**config.mk**
```make
export PLATFORM = sky130hd
export DESIGN_NAME = opaddr_resolver
export DESIGN_NICKNAME = d
export VERILOG_FILES = /design/src/rtl/oa_pkg.sv /design/src/rtl/oa_index_add.sv /design/src/rtl/oa_rel_target.sv /design/src/rtl/opaddr_resolver.sv
export SDC_FILE = /design/constraint.sdc
export NUM_CORES = 1
export LEC_CHECK = 0
export ABC_AREA = 1
export BUFFER_PORTS_ARGS = -buffer_cell sky130_fd_sc_hd__clkbuf_2
export CORE_MARGIN = 3
export CORE_UTILIZATION = 44
export CTS_CLUSTER_SIZE = 16
export DETAILED_ROUTE_END_ITERATION = 8
export GPL_TIMING_DRIVEN = 0
export PLACE_DENSITY_LB_ADDON = 0.3
export SLEW_MARGIN = 40
export SYNTH_ARGS = -nofsm -noshare
export SYNTH_HDL_FRONTEND = slang
export SYNTH_SLANG_ARGS = --single-unit
```
**constraint.sdc**
```tcl
create_clock -name clk -period 6.2 [get_ports clk]
set_input_delay 1.24 -clock clk [delete_from_list [all_inputs] [get_ports clk]]
set_output_delay 1.24 -clock clk [all_outputs]
set_load 0.01 [all_outputs]
```
**src/rtl/oa_pkg.sv**
```systemverilog
`timescale 1ns/1ps
package oa_pkg;

    typedef enum logic [3:0] {
        AM_IMP  = 4'd0,
        AM_ACC  = 4'd1,
        AM_IMM  = 4'd2,
        AM_ZP   = 4'd3,
        AM_ZPX  = 4'd4,
        AM_ZPY  = 4'd5,
        AM_REL  = 4'd6,
        AM_ABS  = 4'd7,
        AM_ABSX = 4'd8,
        AM_ABSY = 4'd9,
        AM_IZX  = 4'd10,
        AM_IZY  = 4'd11,
        AM_IZP  = 4'd12,
        AM_ZPR  = 4'd13
    } am_t;

    typedef enum logic [2:0] {
        ST_IDLE,
        ST_OPND_RD,
        ST_OPND_LO,
        ST_OPND_HI,
        ST_PTR_LO,
        ST_PTR_HI,
        ST_PTR_END,
        ST_DONE
    } st_t;

    // Codes above the last defined mode behave as implied.
    function automatic am_t norm_mode(input logic [3:0] code);
        if (code > 4'd13) return AM_IMP;
        return am_t'(code);
    endfunction

    function automatic logic two_byte(input am_t m);
        return (m == AM_ABS) || (m == AM_ABSX) || (m == AM_ABSY) || (m == AM_ZPR);
    endfunction

    function automatic logic ptr_mode(input am_t m);
        return (m == AM_IZX) || (m == AM_IZY) || (m == AM_IZP);
    endfunction

    function automatic logic no_fetch(input am_t m);
        return (m == AM_IMP) || (m == AM_ACC);
    endfunction

endpackage

```
**src/rtl/oa_index_add.sv**
```systemverilog
`timescale 1ns/1ps
// Adds an unsigned index to a double-width base, wrapping at the full width,
// and reports whether the upper half changed.
module oa_index_add #(
    parameter int DW = 8,
    localparam int AW = 2 * DW
) (
    input  logic [AW-1:0] base,
    input  logic [DW-1:0] idx,
    output logic [AW-1:0] sum,
    output logic          crossed
);
    always_comb begin
        sum     = base + {{DW{1'b0}}, idx};
        crossed = (sum[AW-1:DW] != base[AW-1:DW]);
    end
endmodule

```
**src/rtl/oa_rel_target.sv**
```systemverilog
`timescale 1ns/1ps
// Branch target: next PC plus a sign-extended byte offset, modulo 2**AW.
module oa_rel_target #(
    parameter int DW = 8,
    localparam int AW = 2 * DW
) (
    input  logic [AW-1:0] pc_next,
    input  logic [DW-1:0] offset,
    output logic [AW-1:0] target
);
    always_comb begin
        target = pc_next + {{DW{offset[DW-1]}}, offset};
    end
endmodule

```
**src/rtl/opaddr_resolver.sv**
```systemverilog
`timescale 1ns/1ps
module opaddr_resolver
    import oa_pkg::*;
#(
    parameter int DW = 8,
    localparam int AW = 2 * DW
) (
    input  logic          clk,
    input  logic          rst_n,
    input  logic          start,
    input  logic [3:0]    mode,
    input  logic [AW-1:0] pc_in,
    input  logic [DW-1:0] x_in,
    input  logic [DW-1:0] y_in,
    input  logic [DW-1:0] a_in,
    input  logic          qual_in,
    output logic          rd_en,
    output logic [AW-1:0] rd_addr,
    input  logic [DW-1:0] rd_data,
    output logic          busy,
    output logic          done,
    output logic [AW-1:0] ea,
    output logic [DW-1:0] operand,
    output logic [DW-1:0] zp_addr,
    output logic [AW-1:0] pc_out,
    output logic          page_cross,
    output logic          extra_cycle
);
    localparam logic [AW-1:0] PC_ONE = AW'(1);
    localparam logic [AW-1:0] PC_TWO = AW'(2);
    localparam logic [DW-1:0] B_ONE  = DW'(1);

    st_t           st_q, st_d;
    am_t           mode_q;
    am_t           mode_new;
    logic [AW-1:0] pc_q;
    logic [DW-1:0] x_q, y_q, a_q;
    logic [DW-1:0] b1_q, lo_q, ptr_q;
    logic [AW-1:0] ea_q, pcout_q;
    logic [DW-1:0] opnd_q, zp_q;
    logic          pcross_q;

    logic [DW-1:0] idx_sel, zp_idx, zp_sum, ptr_nx, ptr_base;
    logic [AW-1:0] add_base, add_sum, rel_pc, rel_tgt;
    logic          add_cross;

    assign mode_new = norm_mode(mode);

    // ---------------- shared arithmetic ----------------
    always_comb begin
        case (mode_q)
            AM_ABSX:         idx_sel = x_q;
            AM_ABSY, AM_IZY: idx_sel = y_q;
            default:         idx_sel = '0;
        endcase
        case (mode_q)
            AM_ZPX:  zp_idx = x_q;
            AM_ZPY:  zp_idx = y_q;
            default: zp_idx = '0;
        endcase
        zp_sum   = rd_data + zp_idx;
        ptr_base = rd_data + ((mode_q == AM_IZX) ? x_q : '0);
        ptr_nx   = ptr_q + B_ONE;
        add_base = (st_q == ST_PTR_END) ? {rd_data, lo_q} : {rd_data, b1_q};
        rel_pc   = pc_q + ((st_q == ST_OPND_HI) ? PC_TWO : PC_ONE);
    end

    oa_index_add #(.DW(DW)) u_idx (
        .base    (add_base),
        .idx     (idx_sel),
        .sum     (add_sum),
        .crossed (add_cross)
    );

    oa_rel_target #(.DW(DW)) u_rel (
        .pc_next (rel_pc),
        .offset  (rd_data),
        .target  (rel_tgt)
    );

    // ---------------- next state ----------------
    always_comb begin
        st_d = st_q;
        unique case (st_q)
            ST_IDLE:    if (start) st_d = no_fetch(mode_new) ? ST_DONE : ST_OPND_RD;
            ST_OPND_RD: st_d = ST_OPND_LO;
            ST_OPND_LO: begin
                if (two_byte(mode_q))      st_d = ST_OPND_HI;
                else if (ptr_mode(mode_q)) st_d = ST_PTR_LO;
                else                       st_d = ST_DONE;
            end
            ST_OPND_HI: st_d = ST_DONE;
            ST_PTR_LO:  st_d = ST_PTR_HI;
            ST_PTR_HI:  st_d = ST_PTR_END;
            ST_PTR_END: st_d = ST_DONE;
            ST_DONE:    st_d = ST_IDLE;
        endcase
    end

    // ---------------- state register ----------------
    always_ff @(posedge clk) begin
        if (!rst_n) st_q <= ST_IDLE;
        else        st_q <= st_d;
    end

    // ---------------- captured operands and results ----------------
    always_ff @(posedge clk) begin
        if (!rst_n) begin
            mode_q   <= AM_IMP;
            pc_q     <= '0;
            x_q      <= '0;
            y_q      <= '0;
            a_q      <= '0;
            b1_q     <= '0;
            lo_q     <= '0;
            ptr_q    <= '0;
            ea_q     <= '0;
            pcout_q  <= '0;
            opnd_q   <= '0;
            zp_q     <= '0;
            pcross_q <= 1'b0;
        end else begin
            unique case (st_q)
                ST_IDLE: begin
                    if (start) begin
                        mode_q   <= mode_new;
                        pc_q     <= pc_in;
                        x_q      <= x_in;
                        y_q      <= y_in;
                        a_q      <= a_in;
                        ea_q     <= '0;
                        zp_q     <= '0;
                        pcross_q <= 1'b0;
                        pcout_q  <= pc_in;
                        opnd_q   <= no_fetch(mode_new) ? a_in : '0;
                    end
                end
                ST_OPND_LO: begin
                    b1_q  <= rd_data;
                    ptr_q <= ptr_base;
                    if (!two_byte(mode_q)) pcout_q <= pc_q + PC_ONE;
                    case (mode_q)
                        AM_IMM:                opnd_q <= rd_data;
                        AM_ZP, AM_ZPX, AM_ZPY: ea_q   <= {{DW{1'b0}}, zp_sum};
                        AM_REL:                ea_q   <= rel_tgt;
                        default: ;
                    endcase
                end
                ST_OPND_HI: begin
                    pcout_q <= pc_q + PC_TWO;
                    if (mode_q == AM_ZPR) begin
                        zp_q <= b1_q;
                        ea_q <= rel_tgt;
                    end else begin
                        ea_q     <= add_sum;
                        pcross_q <= add_cross && ((mode_q == AM_ABSX) || (mode_q == AM_ABSY));
                    end
                end
                ST_PTR_HI:  lo_q <= rd_data;
                ST_PTR_END: ea_q <= add_sum;
                default: ;
            endcase
        end
    end

    // ---------------- outputs ----------------
    always_comb begin
        busy    = 1'b0;
        done    = 1'b0;
        rd_en   = 1'b0;
        rd_addr = '0;
        unique case (st_q)
            ST_IDLE: ;
            ST_OPND_RD: begin
                busy    = 1'b1;
                rd_en   = 1'b1;
                rd_addr = pc_q;
            end
            ST_OPND_LO: begin
                busy = 1'b1;
                if (two_byte(mode_q)) begin
                    rd_en   = 1'b1;
                    rd_addr = pc_q + PC_ONE;
                end
            end
            ST_OPND_HI: busy = 1'b1;
            ST_PTR_LO: begin
                busy    = 1'b1;
                rd_en   = 1'b1;
                rd_addr = {{DW{1'b0}}, ptr_q};
            end
            ST_PTR_HI: begin
                busy    = 1'b1;
                rd_en   = 1'b1;
                rd_addr = {{DW{1'b0}}, ptr_nx};
            end
            ST_PTR_END: busy = 1'b1;
            ST_DONE:    done = 1'b1;
        endcase
        ea          = ea_q;
        operand     = opnd_q;
        zp_addr     = zp_q;
        pc_out      = pcout_q;
        page_cross  = pcross_q;
        extra_cycle = pcross_q & qual_in;
    end

endmodule

```
==> impl_results.md <==
* DR vias/cell at 5.55
* Site Rows at 49
* Ys flop type: dfxtp_1
* Synthesized Nets at 1394
* Root Buffer: clkbuf_16
* Metal2 WL at 12900 µm
* Met3 wire len at 2060 µm
* Critical path type: reg2out
* Final slew viol count at 0
* Post-DR wirelength/cell at 17.4 µm
* Setup slack after layout at 2.40 ns
* Crit path time final at 3.80 ns
* DRC viols at 0
* Critical Path Start Type: register
* Crit. End Element: output port
* Avg Cell Area, Syn at 6.46 µm²
* HP Class: reg2reg
* Fmax at 263 MHz
* Post-synth cell types at 45
* Final TNS setup at 0 ns
* Vias in the first global route at 8281
* Final hold viol count at 0
* Via count at 9159
* Post-synth EDFFs at 0
* Total Routing Usage GR at 27.5%
* Pwr dens at 412 mW/mm²
* Detailed placement HPWL at 22400 µm
* Worst Tran Pin Value at 0.842 ns
* Leak at 4.55 nW
* Port Buffer Count at 124
* CTS max path bufs at 2
* Share of the synthesized area in the top cell type at 27.1%
* Pre-CTS setup slack at 2.07 ns
* Max-slew headroom at 43.9%
* Nets at 1529
* VDD IR max at 0.191 mV
* Fin cells at 1649
* First-pass GRT wire length at 44000 µm
* Pre-antenna DRT Iters at 6
* Mapped Cells at 1280
* Antenna diodes at 0
* Num ports at 125
* Post-Place Cells at 1633
* Sequential-to-total area share from yosys stat at 27.1%
* Synth warnings at 0
* Ys async rst share at 0%
* CTS buffer count at 9
* Hold-fix buffers at CTS at 0
* Die ar. at 0.0205 mm²
* RePlAce Congestion at 0.958
* Max_cap viols at 0
* Die H at 143 µm
* Worst-Skew Late Latency at 0.38 ns
* Crit Path Max Fanout at 8
* Die width at 143 µm
* Routed wire length at 28700 µm
* M1 WL at 12400 µm
* Initial Util at 45.4%
* Main area contributors after synthesis: dfxtp_1 (27%), nand2_1 (14%), ha_1 (7.9%), nand3_1 (7.6%), a21oi_1 (7.2%)
* Number of clock sinks at 112
* Worst endpoint required time at 4.96 ns
* Post-CTS Repair Setup Buffers at 0
* CTS tree: built
* Fin crit share at 61.3%
* Register bit total from synthesis at 112
* Pwr Total at 3.92 mW
* Gr ovfl total at 0
* CTS H-Tree Depth at 3
* Critical Path AT at 2.56 ns
* Final antenna-violating net count at 0
* Clock Pin Slew Worst Setup and Hold Paths at 0.09 ns
* Top sig layer: met4
* Mapped cell area at 0.00827 mm²
* Synth-to-Final Area Change at 14.9%
* RSZ-0062 raised after global routing: false
* Status: completed
* Iteration-0 DRC Markers at 753
* Count of cells resized by post-cts repair at 0
* Initial antenna violation count at 0
* Post-synth top area cell: dfxtp_1
* Setup violations, final at 0
* Share of post-route cells with drive strength above 1 at 13.9%
* Max Clock Skew at 0.0148 ns
* Largest net degree at the start of global routing at 25
* Core area at 0.0182 mm²
cells by family (layout without fill, tap and decap cells):
group                    after synthesis  count (layout)  synth area share, %
XOR/XNOR                              17              17                 1.80
flip-flops                           112             112                 27.1
AO/OA/AOI/OAI                        304             304                 20.1
buffers and inverters                215             355                 10.7
AND/OR/NAND/NOR                      574             574                 31.0
adder cells (fa/ha/maj)               58              58                 9.32
critical path: stages (launching register included):
cell	delay (ns)
dfxtp_1	0.52
ha_1	0.25
inv_1	0.07
nor2_1	0.26
inv_1	0.10
nor2_1	0.22
xor2_1	0.30
a22oi_1	0.13
o211ai_1	0.15
clkbuf_2	0.18
through the flow:
step           utilization (%)  hold WS (ns)  instance area [µm²]
3_3_place_gp              50.4         0.434                 9170
6_report                  52.2         0.451                 9500
5_1_grt                   52.2         0.476                 9500
4_1_cts                   52.2         0.452                 9500
2_1_floorplan                -         0.425                 8270
3_5_place_dp              50.4         0.440                 9170
cell type report:
cell class,instances,area [µm²]
fill,1925,8710
multi-input combinational,953,5140
sequential,112,2240
inverter,172,648
timing repair buffer,124,621
tap,229,287
buffer,43,233
clock buffer,9,225
clock inverter,7,98.8
worst paths after layout:
check / startpoint / endpoint / slack [ns] / depth (start not counted)
worst max register to register: st_q[1] / ea[5] / 2.71 / 16
worst min-delay path: lo_q[2] / lo_q[2] / 0.45 / 2
worst min register to register: lo_q[2] / lo_q[2] / 0.45 / 2
worst max-delay path: pc_q[0] / rd_addr[6] / 2.40 / 9
report_power, final:
group          total (mW)  switching (mW)  internal (mW)
clock network       0.640           0.344          0.296
logic                2.16            1.45          0.708
registers            1.12           0.181          0.936
state kept, by name, indices dropped and copies added (netlist names), 8 cells and up:
signal and flops:
ea 16, pc_out 16, pc_q 16, b1_q 8, lo_q 8, operand 8
ptr_q 8, x_q 8, y_q 8, zp_addr 8
metal layers:
layer,global-route usage [%],vias to the layer above
li1,-,4560
met1,35.9,4149
met2,44.7,379
met3,4.15,71
met4,12.7,0
met5,0,-
cells in the mapped netlist, types with 3 or more instances:
cell	instances
ha_1	52
a22oi_1	3
o22ai_1	17
buf_6	7
clkbuf_1	27
nor2_1	81
nand2_2	6
or2_2	7
fa_1	6
nand4_1	21
inv_2	12
nand3b_1	8
inv_1	158
dfxtp_1	112
xnor2_1	4
buf_4	4
xor2_1	13
o2111ai_1	4
o21ai_1	14
a31oi_1	17
a211oi_1	6
a221oi_1	3
nor3_1	8
o21ai_0	107
o211ai_1	6
nand2_4	4
buf_2	3
a21oi_1	119
nand3_1	126
nand2_1	301
nor2_4	5
cell usage in the layout (no fill, tap or decap), types with 3 or more instances in the layout:
| cell | instances |
|---|---|
| nand2_1 | 301 |
| inv_1 | 158 |
| nand3_1 | 126 |
| clkbuf_2 | 124 |
| a21oi_1 | 119 |
| dfxtp_1 | 112 |
| o21ai_0 | 107 |
| nor2_1 | 81 |
| ha_1 | 52 |
| clkbuf_1 | 27 |
| nand4_1 | 21 |
| o22ai_1 | 17 |
| a31oi_1 | 17 |
| o21ai_1 | 14 |
| xor2_1 | 13 |
| inv_2 | 12 |
| clkbuf_16 | 9 |
| nor3_1 | 8 |
| nand3b_1 | 8 |
| buf_6 | 7 |
| or2_2 | 7 |
| nand2_2 | 6 |
| o211ai_1 | 6 |
| a211oi_1 | 6 |
| fa_1 | 6 |
| nor2_4 | 5 |
| nand2_4 | 4 |
| o2111ai_1 | 4 |
| buf_4 | 4 |
| xnor2_1 | 4 |
| clkinv_8 | 4 |
| buf_2 | 3 |
| a22oi_1 | 3 |
| a221oi_1 | 3 |
(Power assumes the default switching activity.)
